[src/rtl/ddr_init_pkg.sv]
package ddr_init_pkg;

  typedef enum logic [3:0] {
    ST_IDLE,
    ST_STABLE,
    ST_CKE,
    ST_PRE1,
    ST_EMRS,
    ST_MRS_DLL,
    ST_PRE2,
    ST_REF,
    ST_MRS_OP,
    ST_DONE
  } step_e;

  typedef struct packed {
    logic cs_n;
    logic ras_n;
    logic cas_n;
    logic we_n;
  } cmd_t;

  localparam cmd_t CMD_NOP = '{cs_n: 1'b0, ras_n: 1'b1, cas_n: 1'b1, we_n: 1'b1};
  localparam cmd_t CMD_PRE = '{cs_n: 1'b0, ras_n: 1'b0, cas_n: 1'b1, we_n: 1'b0};
  localparam cmd_t CMD_REF = '{cs_n: 1'b0, ras_n: 1'b0, cas_n: 1'b0, we_n: 1'b1};
  localparam cmd_t CMD_MRS = '{cs_n: 1'b0, ras_n: 1'b0, cas_n: 1'b0, we_n: 1'b0};

  function automatic int unsigned ns_to_cyc(input int unsigned ns, input int unsigned period_ps);
    longint unsigned num;
    num = longint'(ns) * 1000 + longint'(period_ps) - 1;
    return int'(num / longint'(period_ps));
  endfunction

  function automatic int unsigned at_least2(input int unsigned v);
    return (v < 2) ? 2 : v;
  endfunction

  function automatic int unsigned max_u(input int unsigned a, input int unsigned b);
    return (a > b) ? a : b;
  endfunction

endpackage

[src/rtl/ddr_init_timer.sv]
module ddr_init_timer #(
  parameter int unsigned CNT_W = 8
) (
  input  logic             clk_i,
  input  logic             rst_ni,
  input  logic             load_i,
  input  logic [CNT_W-1:0] val_i,
  output logic             zero_o
);

  logic [CNT_W-1:0] cnt_q;

  always_ff @(posedge clk_i or negedge rst_ni) begin
    if (!rst_ni) begin
      cnt_q <= '0;
    end else if (load_i) begin
      cnt_q <= val_i;
    end else if (cnt_q != '0) begin
      cnt_q <= cnt_q - 1'b1;
    end
  end

  assign zero_o = (cnt_q == '0);

endmodule

[src/rtl/ddr_init_fsm.sv]
module ddr_init_fsm
  import ddr_init_pkg::*;
#(
  parameter int unsigned CNT_W      = 16,
  parameter int unsigned STABLE_CYC = 10000,
  parameter int unsigned G_CKE      = 2,
  parameter int unsigned G_RP       = 2,
  parameter int unsigned G_MRD      = 2,
  parameter int unsigned G_LOCK     = 200,
  parameter int unsigned G_RFC      = 4,
  parameter int unsigned N_REF      = 2
) (
  input  logic             clk_i,
  input  logic             rst_ni,
  input  logic             pwr_ok_i,
  input  logic             zero_i,
  output logic             load_o,
  output logic [CNT_W-1:0] val_o,
  output step_e            step_o,
  output logic             issue_o,
  output logic             cke_o,
  output logic             done_o
);

  localparam int unsigned REF_W = $clog2(N_REF) + 1;

  step_e            step_q, step_d;
  logic             issue_q, issue_d;
  logic [REF_W-1:0] ref_q, ref_d;
  logic [CNT_W-1:0] gap_m2;

  // wait loaded in the issue cycle; the next issue lands gap cycles later
  always_comb begin
    case (step_q)
      ST_CKE:            gap_m2 = CNT_W'(G_CKE - 2);
      ST_PRE1, ST_PRE2:  gap_m2 = CNT_W'(G_RP - 2);
      ST_EMRS, ST_MRS_OP: gap_m2 = CNT_W'(G_MRD - 2);
      ST_MRS_DLL:        gap_m2 = CNT_W'(G_LOCK - 2);
      ST_REF:            gap_m2 = CNT_W'(G_RFC - 2);
      default:           gap_m2 = '0;
    endcase
  end

  always_comb begin
    step_d  = step_q;
    issue_d = issue_q;
    ref_d   = ref_q;
    load_o  = 1'b0;
    val_o   = '0;
    case (step_q)
      ST_IDLE: begin
        if (pwr_ok_i) begin
          step_d = ST_STABLE;
          load_o = 1'b1;
          val_o  = CNT_W'(STABLE_CYC - 1);
        end
      end
      ST_STABLE: begin
        if (zero_i) begin
          step_d  = ST_CKE;
          issue_d = 1'b1;
        end
      end
      ST_DONE: ;
      default: begin
        if (issue_q) begin
          load_o  = 1'b1;
          val_o   = gap_m2;
          issue_d = 1'b0;
        end else if (zero_i) begin
          issue_d = 1'b1;
          case (step_q)
            ST_CKE:     step_d = ST_PRE1;
            ST_PRE1:    step_d = ST_EMRS;
            ST_EMRS:    step_d = ST_MRS_DLL;
            ST_MRS_DLL: step_d = ST_PRE2;
            ST_PRE2:    step_d = ST_REF;
            ST_REF: begin
              if (ref_q == REF_W'(N_REF - 1)) begin
                step_d = ST_MRS_OP;
                ref_d  = '0;
              end else begin
                ref_d  = ref_q + 1'b1;
              end
            end
            ST_MRS_OP: begin
              step_d  = ST_DONE;
              issue_d = 1'b0;
            end
            default: step_d = ST_IDLE;
          endcase
        end
      end
    endcase
  end

  always_ff @(posedge clk_i or negedge rst_ni) begin
    if (!rst_ni) begin
      step_q  <= ST_IDLE;
      issue_q <= 1'b0;
      ref_q   <= '0;
    end else begin
      step_q  <= step_d;
      issue_q <= issue_d;
      ref_q   <= ref_d;
    end
  end

  assign step_o  = step_q;
  assign issue_o = issue_q;
  assign cke_o   = (step_q != ST_IDLE) && (step_q != ST_STABLE);
  assign done_o  = (step_q == ST_DONE);

endmodule

[src/rtl/ddr_init_cmd_enc.sv]
module ddr_init_cmd_enc
  import ddr_init_pkg::*;
#(
  parameter int unsigned ADDR_W   = 12,
  parameter int unsigned BA_W     = 2,
  parameter int unsigned MODE_VAL = 32'h032,
  parameter int unsigned EMRS_VAL = 32'h000
) (
  input  step_e             step_i,
  input  logic              issue_i,
  output cmd_t              cmd_o,
  output logic [BA_W-1:0]   ba_o,
  output logic [ADDR_W-1:0] addr_o
);

  localparam logic [ADDR_W-1:0] A10_MASK = ADDR_W'(1) << 10;
  localparam logic [ADDR_W-1:0] A8_MASK  = ADDR_W'(1) << 8;
  localparam logic [ADDR_W-1:0] MODE_W   = ADDR_W'(MODE_VAL);

  always_comb begin
    cmd_o  = CMD_NOP;
    ba_o   = '0;
    addr_o = '0;
    if (issue_i) begin
      case (step_i)
        ST_PRE1, ST_PRE2: begin
          cmd_o  = CMD_PRE;
          addr_o = A10_MASK;
        end
        ST_EMRS: begin
          cmd_o  = CMD_MRS;
          ba_o   = BA_W'(1);
          addr_o = ADDR_W'(EMRS_VAL);
        end
        ST_MRS_DLL: begin
          cmd_o  = CMD_MRS;
          addr_o = MODE_W | A8_MASK;
        end
        ST_REF: cmd_o = CMD_REF;
        ST_MRS_OP: begin
          cmd_o  = CMD_MRS;
          addr_o = MODE_W & ~A8_MASK;
        end
        default: ;
      endcase
    end
  end

endmodule

[src/rtl/ddr_init_seq.sv]
module ddr_init_seq
  import ddr_init_pkg::*;
#(
  parameter int unsigned CLK_PERIOD_PS = 20000,
  parameter int unsigned T_STABLE_NS   = 200000,
  parameter int unsigned T_RP_NS       = 30,
  parameter int unsigned T_RFC_NS      = 70,
  parameter int unsigned T_MRD_CYC     = 2,
  parameter int unsigned DLL_LOCK_CYC  = 200,
  parameter int unsigned CKE_NOP_CYC   = 2,
  parameter int unsigned N_REF         = 2,
  parameter int unsigned ADDR_W        = 12,
  parameter int unsigned BA_W          = 2,
  parameter int unsigned MODE_VAL      = 32'h032,
  parameter int unsigned EMRS_VAL      = 32'h000
) (
  input  logic              clk_i,
  input  logic              rst_ni,
  input  logic              pwr_ok_i,
  output logic              cke_o,
  output logic              cs_no,
  output logic              ras_no,
  output logic              cas_no,
  output logic              we_no,
  output logic [BA_W-1:0]   ba_o,
  output logic [ADDR_W-1:0] addr_o,
  output logic              init_done_o
);

  localparam int unsigned STABLE_CYC = max_u(1, ns_to_cyc(T_STABLE_NS, CLK_PERIOD_PS));
  localparam int unsigned G_CKE      = at_least2(CKE_NOP_CYC);
  localparam int unsigned G_RP       = at_least2(ns_to_cyc(T_RP_NS, CLK_PERIOD_PS));
  localparam int unsigned G_RFC      = at_least2(ns_to_cyc(T_RFC_NS, CLK_PERIOD_PS));
  localparam int unsigned G_MRD      = at_least2(T_MRD_CYC);
  localparam int unsigned G_LOCK     = at_least2(DLL_LOCK_CYC);
  localparam int unsigned MAX_LOAD   = max_u(max_u(STABLE_CYC, G_LOCK),
                                             max_u(max_u(G_RP, G_RFC), max_u(G_MRD, G_CKE)));
  localparam int unsigned CNT_W      = $clog2(MAX_LOAD + 1);

  logic             load;
  logic [CNT_W-1:0] load_val;
  logic             zero;
  step_e            step;
  logic             issue;
  cmd_t             cmd;

  ddr_init_timer #(.CNT_W(CNT_W)) u_timer (
    .clk_i  (clk_i),
    .rst_ni (rst_ni),
    .load_i (load),
    .val_i  (load_val),
    .zero_o (zero)
  );

  ddr_init_fsm #(
    .CNT_W      (CNT_W),
    .STABLE_CYC (STABLE_CYC),
    .G_CKE      (G_CKE),
    .G_RP       (G_RP),
    .G_MRD      (G_MRD),
    .G_LOCK     (G_LOCK),
    .G_RFC      (G_RFC),
    .N_REF      (N_REF)
  ) u_fsm (
    .clk_i    (clk_i),
    .rst_ni   (rst_ni),
    .pwr_ok_i (pwr_ok_i),
    .zero_i   (zero),
    .load_o   (load),
    .val_o    (load_val),
    .step_o   (step),
    .issue_o  (issue),
    .cke_o    (cke_o),
    .done_o   (init_done_o)
  );

  ddr_init_cmd_enc #(
    .ADDR_W   (ADDR_W),
    .BA_W     (BA_W),
    .MODE_VAL (MODE_VAL),
    .EMRS_VAL (EMRS_VAL)
  ) u_enc (
    .step_i  (step),
    .issue_i (issue),
    .cmd_o   (cmd),
    .ba_o    (ba_o),
    .addr_o  (addr_o)
  );

  assign cs_no  = cmd.cs_n;
  assign ras_no = cmd.ras_n;
  assign cas_no = cmd.cas_n;
  assign we_no  = cmd.we_n;

endmodule

[config.mk]
export PLATFORM = sky130hd
export DESIGN_NAME = ddr_init_seq
export DESIGN_NICKNAME = d
export VERILOG_FILES = /design/src/rtl/ddr_init_pkg.sv /design/src/rtl/ddr_init_timer.sv /design/src/rtl/ddr_init_fsm.sv /design/src/rtl/ddr_init_cmd_enc.sv /design/src/rtl/ddr_init_seq.sv
export SDC_FILE = /design/constraint.sdc
export NUM_CORES = 1
export LEC_CHECK = 0
export ABC_AREA = 1
export BUFFER_PORTS_ARGS = -buffer_cell sky130_fd_sc_hd__buf_4
export CAP_MARGIN = 25
export CELL_PAD_IN_SITES_DETAIL_PLACEMENT = 2
export CELL_PAD_IN_SITES_GLOBAL_PLACEMENT = 2
export CORE_MARGIN = 4
export CORE_UTILIZATION = 34
export DETAILED_ROUTE_END_ITERATION = 6
export PLACE_DENSITY_LB_ADDON = 0.3
export SLEW_MARGIN = 30
export SYNTH_ARGS = -nofsm -noshare
export SYNTH_HDL_FRONTEND = slang
export SYNTH_SLANG_ARGS = --single-unit
[constraint.sdc]
create_clock -name clk_i -period 4.9 [get_ports clk_i]
set_input_delay 0.245 -clock clk_i [delete_from_list [all_inputs] [get_ports clk_i]]
set_output_delay 0.245 -clock clk_i [all_outputs]
set_load 0.005 [all_outputs]
Yosys cells after proc, flatten, opt, wreduce, memory -nomap -nowiden --
Index checks and enable logic that the tools add are counted.
Storage, ports and cells: word-level logic and storage cells 68, output and inout port bits 20, input port bits 3, register bits 21
Operators by class: reductions and logical operators 15, add/sub/neg operators 2, muxes and demuxes 28, bitwise operators 4, equal/unequal tests 15
Operator list (number):
- 14-bit two-way mux | 3
- 11-bit case mux with 3 select lines | 1
- 14-bit case mux with 2 select lines | 1
- 4-bit case mux with 7 select lines | 1
- 4-bit two-way mux | 6
- 4-bit by 3-bit == test with 1-bit output, second input constant | 4
- 8-bit case mux with 2 select lines | 1
- 14-bit logical NOT | 1
- 14-bit nonzero test | 1
- 14-bit by 1-bit subtractor with 14-bit output, second input constant | 1
- 12-bit two-way mux | 1
- 4-bit case mux with 3 select lines | 1
- 3-bit case mux with 3 select lines | 1
- 4-bit by 2-bit == test with 1-bit output, second input constant | 2
- 4-bit == test, second input constant | 2
- 8-bit two-way mux | 1
- 1-bit two-way mux | 7
- 6-bit AND reduction | 1
- 2-bit OR reduction | 3
- 3-bit OR reduction | 2
- 4-bit by 1-bit == test with 1-bit output, second input constant | 1
- 4-bit logical NOT | 1
- 2-bit two-way mux | 2
- 4-bit by 1-bit != test with 1-bit output, second input constant | 1
- other kinds (13) | 18

Longest topological paths before layout --
Gate-level depths: netlist (run 1).
depth in word-level cells 6, gate-level depth with buffers 10, gate-level depth less buffers 9

Hierarchy --
A second synthesis (run 1) with hierarchy kept.
Unflattened totals: cell total of the unflattened synthesis 271, area total of the unflattened synthesis 1814.2 um^2
Modules (own cells, without submodules):
- ddr_init_timer | area each 1008.5 um^2, seq. area each 350.3 um^2, cells an instance 144, times used 1
- ddr_init_fsm | area each 585.6 um^2, seq. area each 175.2 um^2, cells an instance 84, times used 1
- ddr_init_cmd_enc | area each 220.2 um^2, seq. area each 0.0 um^2, cells an instance 43, times used 1

Worst setup path before layout (run 1) --
OpenSTA, ideal clock, no wires.
path type register -> register, from reg u_timer.cnt_q[0], to reg u_fsm.step_q[2], in the netlist u_fsm.step_o[2], arrival time 1434 ps, setup slack 3349 ps, required time 4783 ps, clock period less this slack 1551 ps, path buffers 0, cell stages (with the launch flop) 10, cell sequence dfrtp_1 inv_1 ha_1 nand2_2 nor2_4 nand2_4 a21oi_2 nand2_2 nand2_1 nand2_1
Between the ends: word-level cells in the longest chain between the ends 3
RTL lines:
- start: declaration | line ddr_init_timer.sv:11 | logic [CNT_W-1:0] cnt_q;
- start signal: assignment | line ddr_init_timer.sv:17 | cnt_q <= val_i;
- start signal: assignment | line ddr_init_timer.sv:19 | cnt_q <= cnt_q - 1'b1;
- 14-bit logical NOT (*) | line ddr_init_timer.sv:23 | assign zero_o = (cnt_q == '0);
- 2-bit by 1-bit != test with 1-bit output (no line) / 2-bit nonzero test (equally long branches)
- 6-bit AND reduction (no line) (*)
- end signal: assignment | line ddr_init_fsm.sv:103 | step_q <= step_d;
- end: declaration | line ddr_init_fsm.sv:27 | step_e step_q, step_d;
Every way passes the cells marked *; elsewhere a longest branch is shown, timed or not. A chain may end at the register's enable or synchronous reset.

Worst setup path in the final report (run 1) --
from reg u_fsm.step_q[0], in the netlist u_fsm.step_o[0], to out we_no
Between the ends: word-level cells in the longest chain between the ends 4
RTL lines:
- 4-bit by 3-bit == test with 1-bit output, or another cell as far along | line ddr_init_cmd_enc.sv:25 | case (step_i)
- 3-bit OR reduction (no line) / 2-bit OR reduction (equally long branches)
- 3-bit case mux with 3 select lines (*) | line ddr_init_cmd_enc.sv:25
- 4-bit two-way mux (*) | line ddr_init_cmd_enc.sv:24 | if (issue_i) begin
- end: declaration | line ddr_init_seq.sv:24 | output logic we_no,
Marks and branches as above.

==> impl_metrics.ini, run 1 <==
[floorplanning]
initial_utilization_pct = 34.9
num_ports = 23
fp.dieArea_sq_um = 5600
row_count = 24
chipHeight_microns = 74.9
core_region_area_sq_um = 4350
die_w_microns = 74.9

[cts]
cts_hold_repair.buffers = 1
clk-insertion-delay-late_ns = 0.26
cts_made_buffers = 3
worst_setup_hold_path_clk_slew_ns = 0.08
clkSinkCount = 21
tritoncts = built
number_of_buffers_added_for_setup_after_cts = 0
root_buffer = sky130_fd_sc_hd__clkbuf_8
ctsHtreeMaxLevel = 1
cts-root-to-sink-buffers = 2
cts.repair.resized = 0

[setup_path]
critPathArrivalTime_ns = 1.92
critical-path-top-cell-by-count = sky130_fd_sc_hd__nand3_1
worst_r2r_startpoint = u_timer.cnt_q[0]
cp-end-kind = primary output
setup.worst_path.start_class = register
worst-setup-path-type = register to primary output
critical_path.n_buffers_inverters = 2
endpoint = we_no
critical_path_launch_point = u_fsm.step_o[0]
timing.critical_path.slowest_cell_delay_ns = 0.50
worst_path_dominant_cell_family = simple AND/OR/NAND/NOR gates
cp_slowest_cell = sky130_fd_sc_hd__dfrtp_1
reg2regPathDepth = 9
r2r_end = u_fsm.step_o[2]
critical_path.max_fanout = 8
crit_path_cell_trace = nor2_4 -> inv_1 -> nor3_1 -> nor2_1 -> nand3_1 -> nand3_1 -> buf_4
timing.critical_path.depth = 7
worstPathRequired_ns = 4.66
worst-r2r-setup-slack_ns = 3.09

[grt]
grt_antenna_before_repair = 0
grt_first_pass_wirelength_microns = 7260
overall_track_demand_over_capacity_in_global_routing_pct = 16.8
grt_pass1_vias = 1511
grt_overflow_total = 0
pin_count_of_the_biggest_net_entering_global_routing = 22

[sta]
max_frequency_mhz = 463
finalSetupTns_ns = 0
final-max-slew-violation-count = 0
final_hold_viol_count = 0
rsz0062_at_grt = false
finalWorstPathRequiredPeriod_ns = 2.16
finalClockSkew_ns = 0.00588
period_share_pct = 44.1
final_setup_violating_endpoints = 0

[route]
route.met3.wl_microns = 94
num_vias = 1340
detailroute.wirelength.met2_microns = 2360
drt_pass1_iterations = 4
drt-wirelength-per-cell_microns = 15.7
drt-vias-per-instance = 4.91
antenna_left = 0
routed.top_layer = met4
drc = 0
met1Wirelength_microns = 1800
finalWirelength_microns = 4280
initialDrtViolationCount = 28

[synthesis]
yosysUniqueCellTypes = 32
yosysSeqAreaShare_pct = 34.6
synth.cell_area_sq_um = 1520
synth_cells = 209
syn_avg_cell_area_sq_um = 7.27
synth.ff_latch_count = 21
synth_warnings = 0

[final_layout]
antennaDiodeCount = 0
count_of_fill_cells_added_during_filler_insertion = 543
final_net_count = 226
area_growth_pct = 9.38
layout_cells_sized_above_1_pct = 18.1

[place]
numPortBuffers = 13
globalplace.congestion = 0.819
dpl.hpwl_microns = 3430

[run]
maxCapViolCount = 0

[pwr]
total_power_mw = 1.11
leakage_nw = 0.875
power-per-cell-area_nw_per_um2 = 669
vdd.ir_drop.worst_v = 0.000202

[outcome]
status = completed

[hold_path]
hold_path.class = input port to register
-- metal layers --
metal  global-route usage, %  up-vias
met1                    19.7      664
met2                    31.9       15
li1                        -      659
met4                    3.56        0
met5                       0        -
met3                    2.40        2
-- synth_stat cells --
cell type	count	area share [%]
sky130_fd_sc_hd__xor2_1	4	2.3
sky130_fd_sc_hd__inv_2	2	0.49
sky130_fd_sc_hd__nand3_4	1	1.2
sky130_fd_sc_hd__nand2_1	53	13
sky130_fd_sc_hd__xnor2_1	2	1.2
sky130_fd_sc_hd__nand3b_1	2	0.99
sky130_fd_sc_hd__nor2_2	4	1.6
sky130_fd_sc_hd__nand3_2	1	0.66
sky130_fd_sc_hd__ha_1	1	0.82
sky130_fd_sc_hd__conb_1	1	0.25
sky130_fd_sc_hd__nand2_2	5	2.1
sky130_fd_sc_hd__inv_1	22	5.4
sky130_fd_sc_hd__and2_1	1	0.41
sky130_fd_sc_hd__nor3b_1	1	0.49
sky130_fd_sc_hd__nor3_1	5	1.6
sky130_fd_sc_hd__a21boi_0	1	0.49
sky130_fd_sc_hd__nor2_1	24	5.9
sky130_fd_sc_hd__buf_4	12	5.9
sky130_fd_sc_hd__nand4_1	3	1.2
sky130_fd_sc_hd__o21bai_1	1	0.49
sky130_fd_sc_hd__o21ai_0	6	2.0
sky130_fd_sc_hd__nand3_1	11	3.6
sky130_fd_sc_hd__a21oi_4	1	1.1
sky130_fd_sc_hd__nor3_2	2	1.3
sky130_fd_sc_hd__a21oi_1	11	3.6
sky130_fd_sc_hd__nand2_4	3	2.2
sky130_fd_sc_hd__dfrtp_1	21	35
sky130_fd_sc_hd__buf_6	1	0.74
sky130_fd_sc_hd__a21oi_2	1	0.58
sky130_fd_sc_hd__clkbuf_1	1	0.25
sky130_fd_sc_hd__o22ai_1	1	0.41
sky130_fd_sc_hd__nor2_4	4	3.0
-- logic make-up after synthesis --
family | count (synthesis) | synth area share (%)
xor gates and xnor gates | 6 | 3.46
adders and majority gates | 1 | 0.823
DFF | 21 | 34.6
and+or+nand+nor | 120 | 39.4
buffers and inverters | 38 | 12.8
AOI/OAI and AO/OA | 22 | 8.64
other | 1 | 0.247
-- layout by cell type, fill, tap and decap left out, types with 2 or more instances in the layout --
cell type,count
sky130_fd_sc_hd__nand2_1,53
sky130_fd_sc_hd__nor2_1,24
sky130_fd_sc_hd__inv_1,22
sky130_fd_sc_hd__dfrtp_1,21
sky130_fd_sc_hd__buf_4,13
sky130_fd_sc_hd__a21oi_1,11
sky130_fd_sc_hd__nand3_1,11
sky130_fd_sc_hd__conb_1,9
sky130_fd_sc_hd__o21ai_0,6
sky130_fd_sc_hd__nor3_1,5
sky130_fd_sc_hd__nand2_2,5
sky130_fd_sc_hd__nor2_4,4
sky130_fd_sc_hd__nor2_2,4
sky130_fd_sc_hd__xor2_1,4
sky130_fd_sc_hd__nand2_4,3
sky130_fd_sc_hd__nand4_1,3
sky130_fd_sc_hd__clkbuf_8,3
sky130_fd_sc_hd__inv_2,2
sky130_fd_sc_hd__nor3_2,2
sky130_fd_sc_hd__nand3b_1,2
sky130_fd_sc_hd__xnor2_1,2
-- worst min path at each step --
stage	depth (start not counted)	slack, ns	to	start
after global routing	3	0.32	u_timer.cnt_q[8]	pwr_ok_i
after floorplan	0	-0.05	u_fsm.issue_o	rst_ni
after detailed placement	1	0.16	u_timer.cnt_q[9]	rst_ni
after global placement	1	0.15	u_timer.cnt_q[11]	rst_ni
after CTS	3	0.31	u_timer.cnt_q[13]	pwr_ok_i
final	3	0.31	u_timer.cnt_q[13]	pwr_ok_i
-- through the flow --
step | area (sq um) | utilization [%] | setup slack [ns] | instances | hold WS, ns
after floorplan | 1550 | - | 3.35 | 217 | -0.0506
after global placement | 1610 | 36.9 | 3.08 | 268 | 0.153
after detailed placement | 1610 | 36.9 | 3.00 | 268 | 0.158
after CTS | 1660 | 38.2 | 2.70 | 273 | 0.312
after global routing | 1660 | 38.2 | 2.55 | 273 | 0.324
final | 1660 | 38.2 | 2.74 | 273 | 0.313
-- state kept, by name, indices dropped and copies added (netlist names) --
signal	flops
u_timer.cnt_q	14
u_fsm.step_o	4
u_fsm.issue_o	1
u_fsm.ref_q	2
-- worst min-delay path: cells and delay by family --
| family | cells | cell delay [ns] |
|---|---|---|
| buffers and inverters | 1 | 0.10 |
| AND/OR/NAND/NOR | 1 | 0.10 |
| AO/OA/AOI/OAI | 1 | 0.09 |
-- area by class of cell --
type | count | area, sq um | area share [%]
repair buffers | 14 | 108 | 6.47
inverters | 24 | 90.1 | 5.42
well taps | 52 | 65.1 | 3.91
flip-flops and latches | 21 | 526 | 31.6
multi-input cells | 158 | 830 | 49.9
clock buffers | 4 | 45.0 | 2.71
-- power by group --
part | switching (mW) | internal [mW] | total [mW] | leakage [nW]
clock network | 0.0582 | 0.0579 | 0.116 | 0.0228
logic | 0.414 | 0.237 | 0.651 | 0.585
registers | 0.0982 | 0.247 | 0.345 | 0.268
Note: power is estimated with default switching activity, not from simulation.
==> run 2: changes to the inputs <==
--- a/config.mk
+++ b/config.mk
@@ -11,7 +11,7 @@
 export CELL_PAD_IN_SITES_DETAIL_PLACEMENT = 2
 export CELL_PAD_IN_SITES_GLOBAL_PLACEMENT = 2
 export CORE_MARGIN = 4
-export CORE_UTILIZATION = 34
+export CORE_UTILIZATION = 29
 export DETAILED_ROUTE_END_ITERATION = 6
 export PLACE_DENSITY_LB_ADDON = 0.3
 export SLEW_MARGIN = 30
==> constraint.sdc (replaced) <==
create_clock -name clk_i -period 1.7 [get_ports clk_i]
set_input_delay 0.085 -clock clk_i [delete_from_list [all_inputs] [get_ports clk_i]]
set_output_delay 0.085 -clock clk_i [all_outputs]
set_load 0.005 [all_outputs]
==> run 2 against run 1 <==
Effect of this change:
- clock skew shrank 0.0014 ns
- setup slack lost 2.7 ns
- final cell count grew 12%
- first-iteration DRC count shrank 11%
- non-clock buffer count grew 16
- critical path type unchanged
- largest power group unchanged
==> impl_metrics.ini, run 2 (synthesis gave the netlist of run 1 again) <==
[cts]
tritoncts = built
root_buffer = sky130_fd_sc_hd__clkbuf_8
clk-insertion-delay-late_ns = 0.27
ctsHtreeMaxLevel = 1
clkSinkCount = 21
worst_setup_hold_path_clk_slew_ns = 0.09
cts-root-to-sink-buffers = 2
cts_made_buffers = 3

[setup_path]
crit_path_cell_trace = nor2_4 -> inv_2 -> nor3_4 -> nor2_4 -> nand3_2 -> nand3_1 -> buf_4
critical-path-top-cell-by-count = sky130_fd_sc_hd__nor2_4
timing.critical_path.slowest_cell_delay_ns = 0.46
setup.worst_path.start_class = register
worstPathRequired_ns = 1.62
critPathArrivalTime_ns = 1.57
worst_r2r_startpoint = u_fsm.step_o[2]
r2r_end = u_timer.cnt_q[5]
critical_path.max_fanout = 4
worst-r2r-setup-slack_ns = 0.11
reg2regPathDepth = 6
cp-end-kind = primary output
critical_path_launch_point = u_fsm.step_o[1]
cp_slowest_cell = sky130_fd_sc_hd__dfrtp_2
endpoint = we_no
worst-setup-path-type = register to primary output

[sta]
final-max-slew-violation-count = 0
finalWorstPathRequiredPeriod_ns = 1.66
max_frequency_mhz = 604
final_setup_violating_endpoints = 0
setup_slack_ns = 0.0445
rsz0062_at_grt = true
timing.hold.ws_ns = 0.241
finalSetupTns_ns = 0
final_hold_viol_count = 0
finalClockSkew_ns = 0.00447
period_share_pct = 97.4

[route]
drc = 0
met1Wirelength_microns = 1910
routed.top_layer = met4
drt-vias-per-instance = 4.57
initialDrtViolationCount = 25
finalWirelength_microns = 4420
antenna_left = 0
route.met3.wl_microns = 94
drt_pass1_iterations = 3
drt-wirelength-per-cell_microns = 14.4
num_vias = 1402
detailroute.wirelength.met2_microns = 2370

[final_layout]
largest_register = u_timer.cnt_q
layoutNonFillerInstCount = 307
layout_cells_sized_above_1_pct = 30.0
number_of_flip_flops_in_the_largest_register = 14
layout.core_utilization_pct = 36.8
mostFrequentLayoutCells = 52 x sky130_fd_sc_hd__nand2_1, 27 x sky130_fd_sc_hd__buf_4, 22 x sky130_fd_sc_hd__nor2_1, 18 x sky130_fd_sc_hd__inv_1, 17 x sky130_fd_sc_hd__dfrtp_1
antennaDiodeCount = 0
final_net_count = 242
post-route-cell-area_sq_um = 1880
mostFrequentLayoutCell = sky130_fd_sc_hd__nand2_1
area_growth_pct = 23.6

[floorplanning]
die_w_microns = 80.4
row_count = 26
chipHeight_microns = 80.4
fp.dieArea_sq_um = 6460
core_region_area_sq_um = 5110
num_ports = 23
initial_utilization_pct = 29.8

[pwr]
power-per-cell-area_nw_per_um2 = 1920
leakage_nw = 0.964
vdd.ir_drop.worst_v = 0.000675
total_power_mw = 3.60

[grt]
grt_first_pass_wirelength_microns = 7390
grt_overflow_total = 0
grt_antenna_before_repair = 0
overall_track_demand_over_capacity_in_global_routing_pct = 14.8
pin_count_of_the_biggest_net_entering_global_routing = 22
grt_pass1_vias = 1530

[hold_path]
hold_path.class = input port to asynchronous set/reset pin

[place]
dpl.hpwl_microns = 3320
globalplace.congestion = 0.767
numPortBuffers = 13
placedInstanceArea_sq_um = 1710
dp.cells = 295
post-place-ws_ns = 0.00546

[run]
maxCapViolCount = 0

[outcome]
status = completed
==> run 2: cell count changes in the layout (fill, tap and decap cells not counted), moves of 2 or more <==
cell                      change
sky130_fd_sc_hd__buf_4       +14
sky130_fd_sc_hd__dfrtp_1      -4
sky130_fd_sc_hd__dfrtp_2      +4
sky130_fd_sc_hd__inv_1        -4
sky130_fd_sc_hd__inv_2        +4
sky130_fd_sc_hd__nor2_1       -2
==> run 2: worst min-delay path by stage <==
stage	end	slack (ns)	cells after the start
6_report	u_fsm.step_o[1]	0.24	2
4_1_cts	u_fsm.step_o[1]	0.24	2
3_3_place_gp	u_fsm.step_o[3]	-0.006	1
3_5_place_dp	u_fsm.step_o[3]	-0.001	1
5_1_grt	u_fsm.step_o[2]	0.27	2
2_1_floorplan	u_fsm.issue_o	-0.21	0
==> run 2: per-layer routing <==
metal	vias to the layer above	global-route usage [%]
met3	4	1.91
met4	0	4.56
met2	17	26.9
met5	-	0
met1	683	17.9
li1	698	-
==> run 2: final cells by class <==
type / count / area (sq um)
fill: 627 / 3230
sequential: 21 / 531
clock buffer: 4 / 45.0
tap: 70 / 87.6
timing repair buffer: 30 / 244
inverter: 24 / 90.1
multi-input combinational: 158 / 882
==> run 2: timing repair <==
| action | in CTS | in global routing |
|---|---|---|
| endpoints found under the setup margin | 7 | 18 |
| gates resized for setup | 8 | 12 |
| hold endpoints to repair | 21 | 0 |
| setup buffers | 1 | 6 |
| hold buffers | 1 | 0 |
| pin swaps | 0 | 3 |
==> run 2: where the power goes <==
group,leakage [nW],internal (mW),total [mW],switching [mW]
logic,0.678,0.910,2.25,1.34
registers,0.263,0.720,1.00,0.283
clock network,0.0228,0.167,0.349,0.181
total,0.964,1.80,3.60,1.81
==> run 2: worst max-delay path: cells and delay by family (launching register included) <==
kind | cells | cell delay, ns
DFF | 1 | 0.46
and+or+nand+nor | 5 | 0.63
buffers and inverters | 2 | 0.22
==> run 3: changes to the inputs <==
--- a/config.mk
+++ b/config.mk
@@ -7,13 +7,12 @@
 export LEC_CHECK = 0
 export ABC_AREA = 1
 export BUFFER_PORTS_ARGS = -buffer_cell sky130_fd_sc_hd__buf_4
-export CAP_MARGIN = 25
 export CELL_PAD_IN_SITES_DETAIL_PLACEMENT = 2
 export CELL_PAD_IN_SITES_GLOBAL_PLACEMENT = 2
 export CORE_MARGIN = 4
 export CORE_UTILIZATION = 29
 export DETAILED_ROUTE_END_ITERATION = 6
-export PLACE_DENSITY_LB_ADDON = 0.3
+export PLACE_DENSITY = 0.86
 export SLEW_MARGIN = 30
 export SYNTH_ARGS = -nofsm -noshare
 export SYNTH_HDL_FRONTEND = slang
==> run 3 against run 2 <==
Effect of this change:
- flip-flop and latch count is the same
- first-iteration DRC count increased by 32%
- routed wire length is 23% higher
- non-clock buffer count rose by 8
- critical path depth unchanged
- sequential share of layout area is 0.80 points lower
- via count is 8.7% higher
- utilization rose by 1.1 points
==> impl_metrics.ini, run 3 (synthesis gave the netlist of run 1 again) <==
[sta]
period_share_pct = 99.7
setup_slack_ns = 0.00506
final-max-slew-violation-count = 0
finalClockSkew_ns = 0.00289
final_hold_viol_count = 0
max_frequency_mhz = 590
finalWorstPathRequiredPeriod_ns = 1.69
rsz0062_at_grt = true
final_setup_violating_endpoints = 0

[setup_path]
cp-end-kind = primary output
critPathArrivalTime_ns = 1.61
setup.worst_path.start_class = register
worst-setup-path-type = register to primary output
worstPathRequired_ns = 1.62
critical_path.max_fanout = 5

[final_layout]
mostFrequentLayoutCells = 51 x sky130_fd_sc_hd__nand2_1, 37 x sky130_fd_sc_hd__buf_4, 19 x sky130_fd_sc_hd__nor2_1, 17 x sky130_fd_sc_hd__inv_1, 17 x sky130_fd_sc_hd__dfrtp_1
largest_register = u_timer.cnt_q
layout_cells_sized_above_1_pct = 35.1
number_of_flip_flops_in_the_largest_register = 14
final_net_count = 250
post-route-cell-area_sq_um = 1930
count_of_fill_cells_added_during_filler_insertion = 615
antennaDiodeCount = 0
mostFrequentLayoutCell = sky130_fd_sc_hd__nand2_1
area_growth_pct = 27.2

[cts]
cts_made_buffers = 3
cts-root-to-sink-buffers = 2
ctsHtreeMaxLevel = 1
worst_setup_hold_path_clk_slew_ns = 0.08
root_buffer = sky130_fd_sc_hd__clkbuf_8
clk-insertion-delay-late_ns = 0.27
clkSinkCount = 21
tritoncts = built

[hold_path]
hold_path.class = input port to register

[run]
maxCapViolCount = 0

[floorplanning]
num_ports = 23
fp.dieArea_sq_um = 6460
core_region_area_sq_um = 5110
initial_utilization_pct = 29.8
die_w_microns = 80.4
row_count = 26
chipHeight_microns = 80.4

[route]
initialDrtViolationCount = 33
num_vias = 1524
drt_pass1_iterations = 4
routed.top_layer = met4
drc = 0
antenna_left = 0
finalWirelength_microns = 5460
detailroute.wirelength.met2_microns = 3170
route.met3.wl_microns = 142
met1Wirelength_microns = 2010
drt-wirelength-per-cell_microns = 17.3
drt-vias-per-instance = 4.84

[grt]
pin_count_of_the_biggest_net_entering_global_routing = 22
grt_antenna_before_repair = 0
grt_overflow_total = 0
grt_pass1_vias = 1659
grt_first_pass_wirelength_microns = 8420
overall_track_demand_over_capacity_in_global_routing_pct = 17.2

[place]
numPortBuffers = 13
post-place-ws_ns = -0.0673
placedInstanceArea_sq_um = 1700
dpl.hpwl_microns = 3790
globalplace.congestion = 0.825

[outcome]
status = completed

[pwr]
vdd.ir_drop.worst_v = 0.000694
power-per-cell-area_nw_per_um2 = 1990
leakage_nw = 0.998
-- run 3: critical path, stage by stage (launching register included) --
cell and delay (ns):
sky130_fd_sc_hd__dfrtp_2 0.46, sky130_fd_sc_hd__buf_4 0.16, sky130_fd_sc_hd__nand2_1 0.13, sky130_fd_sc_hd__inv_2 0.07, sky130_fd_sc_hd__a21oi_2 0.22, sky130_fd_sc_hd__nand3_2 0.11, sky130_fd_sc_hd__nand3_1 0.08, sky130_fd_sc_hd__buf_4 0.11
-- run 3: cell type report --
type                       instances  area, sq um  share of cell area [%]
timing repair buffer              38          288                    14.9
clock inverter                     1         5.00                   0.259
sequential                        21          531                    27.4
inverter                          24         90.1                    4.66
tap                               70         87.6                    4.53
multi-input combinational        158          892                    46.1
clock buffer                       3         41.3                    2.13
-- run 3: report_power, final --
group	internal, mW	total, mW	switching, mW
clock	0.164	0.351	0.187
sequential	0.721	0.992	0.272
combinational	0.961	2.50	1.54
total	1.85	3.84	2.00
-- run 3: final timing paths --
kind                            slack, ns                 to  cells past startpoint             start
min in group asynchronous            0.24   u_timer.cnt_q[6]                      2            rst_ni
worst max-delay path                0.005              we_no                      7   u_fsm.step_o[0]
worst min register to register       0.52     u_fsm.ref_q[0]                      1    u_fsm.ref_q[0]
max in group asynchronous            1.22    u_fsm.step_o[3]                      2            rst_ni
worst max register to register       0.03     u_fsm.ref_q[0]                      8  u_timer.cnt_q[0]
worst min-delay path                 0.18  u_timer.cnt_q[12]                      4          pwr_ok_i
-- run 3: metal layers --
| layer | vias up | GRT usage, % |
|---|---|---|
| met2 | 26 | 33.6 |
| met3 | 13 | 2.24 |
| met4 | 0 | 5.07 |
| met1 | 779 | 19.0 |
| met5 | - | 0 |
| li1 | 706 | - |
-- run 3: repair_timing --
action | in CTS | in global routing
pin swaps | 2 | 6
endpoints found under the hold margin | 21 | 0
cloned | 0 | 0
buffers inserted | 6 | 9
hold buffers | 1 | 0
setup endpoints to repair | 11 | 11
resized for setup | 15 | 11
-- run 3: stage by stage --
step | total power [mW] | setup TNS (ns) | std cells | util (%) | hold slack (ns)
floorplan | 2.38 | 0 | 217 | - | -0.211
global placement | 2.91 | 0 | 295 | 33.2 | -0.00803
detailed placement | 3.08 | -0.208 | 295 | 33.2 | -0.00216
CTS | 3.63 | 0 | 306 | 36.0 | 0.177
global route | 4.18 | -0.617 | 315 | 37.9 | 0.195
finish | 3.84 | 0 | 315 | 37.9 | 0.183
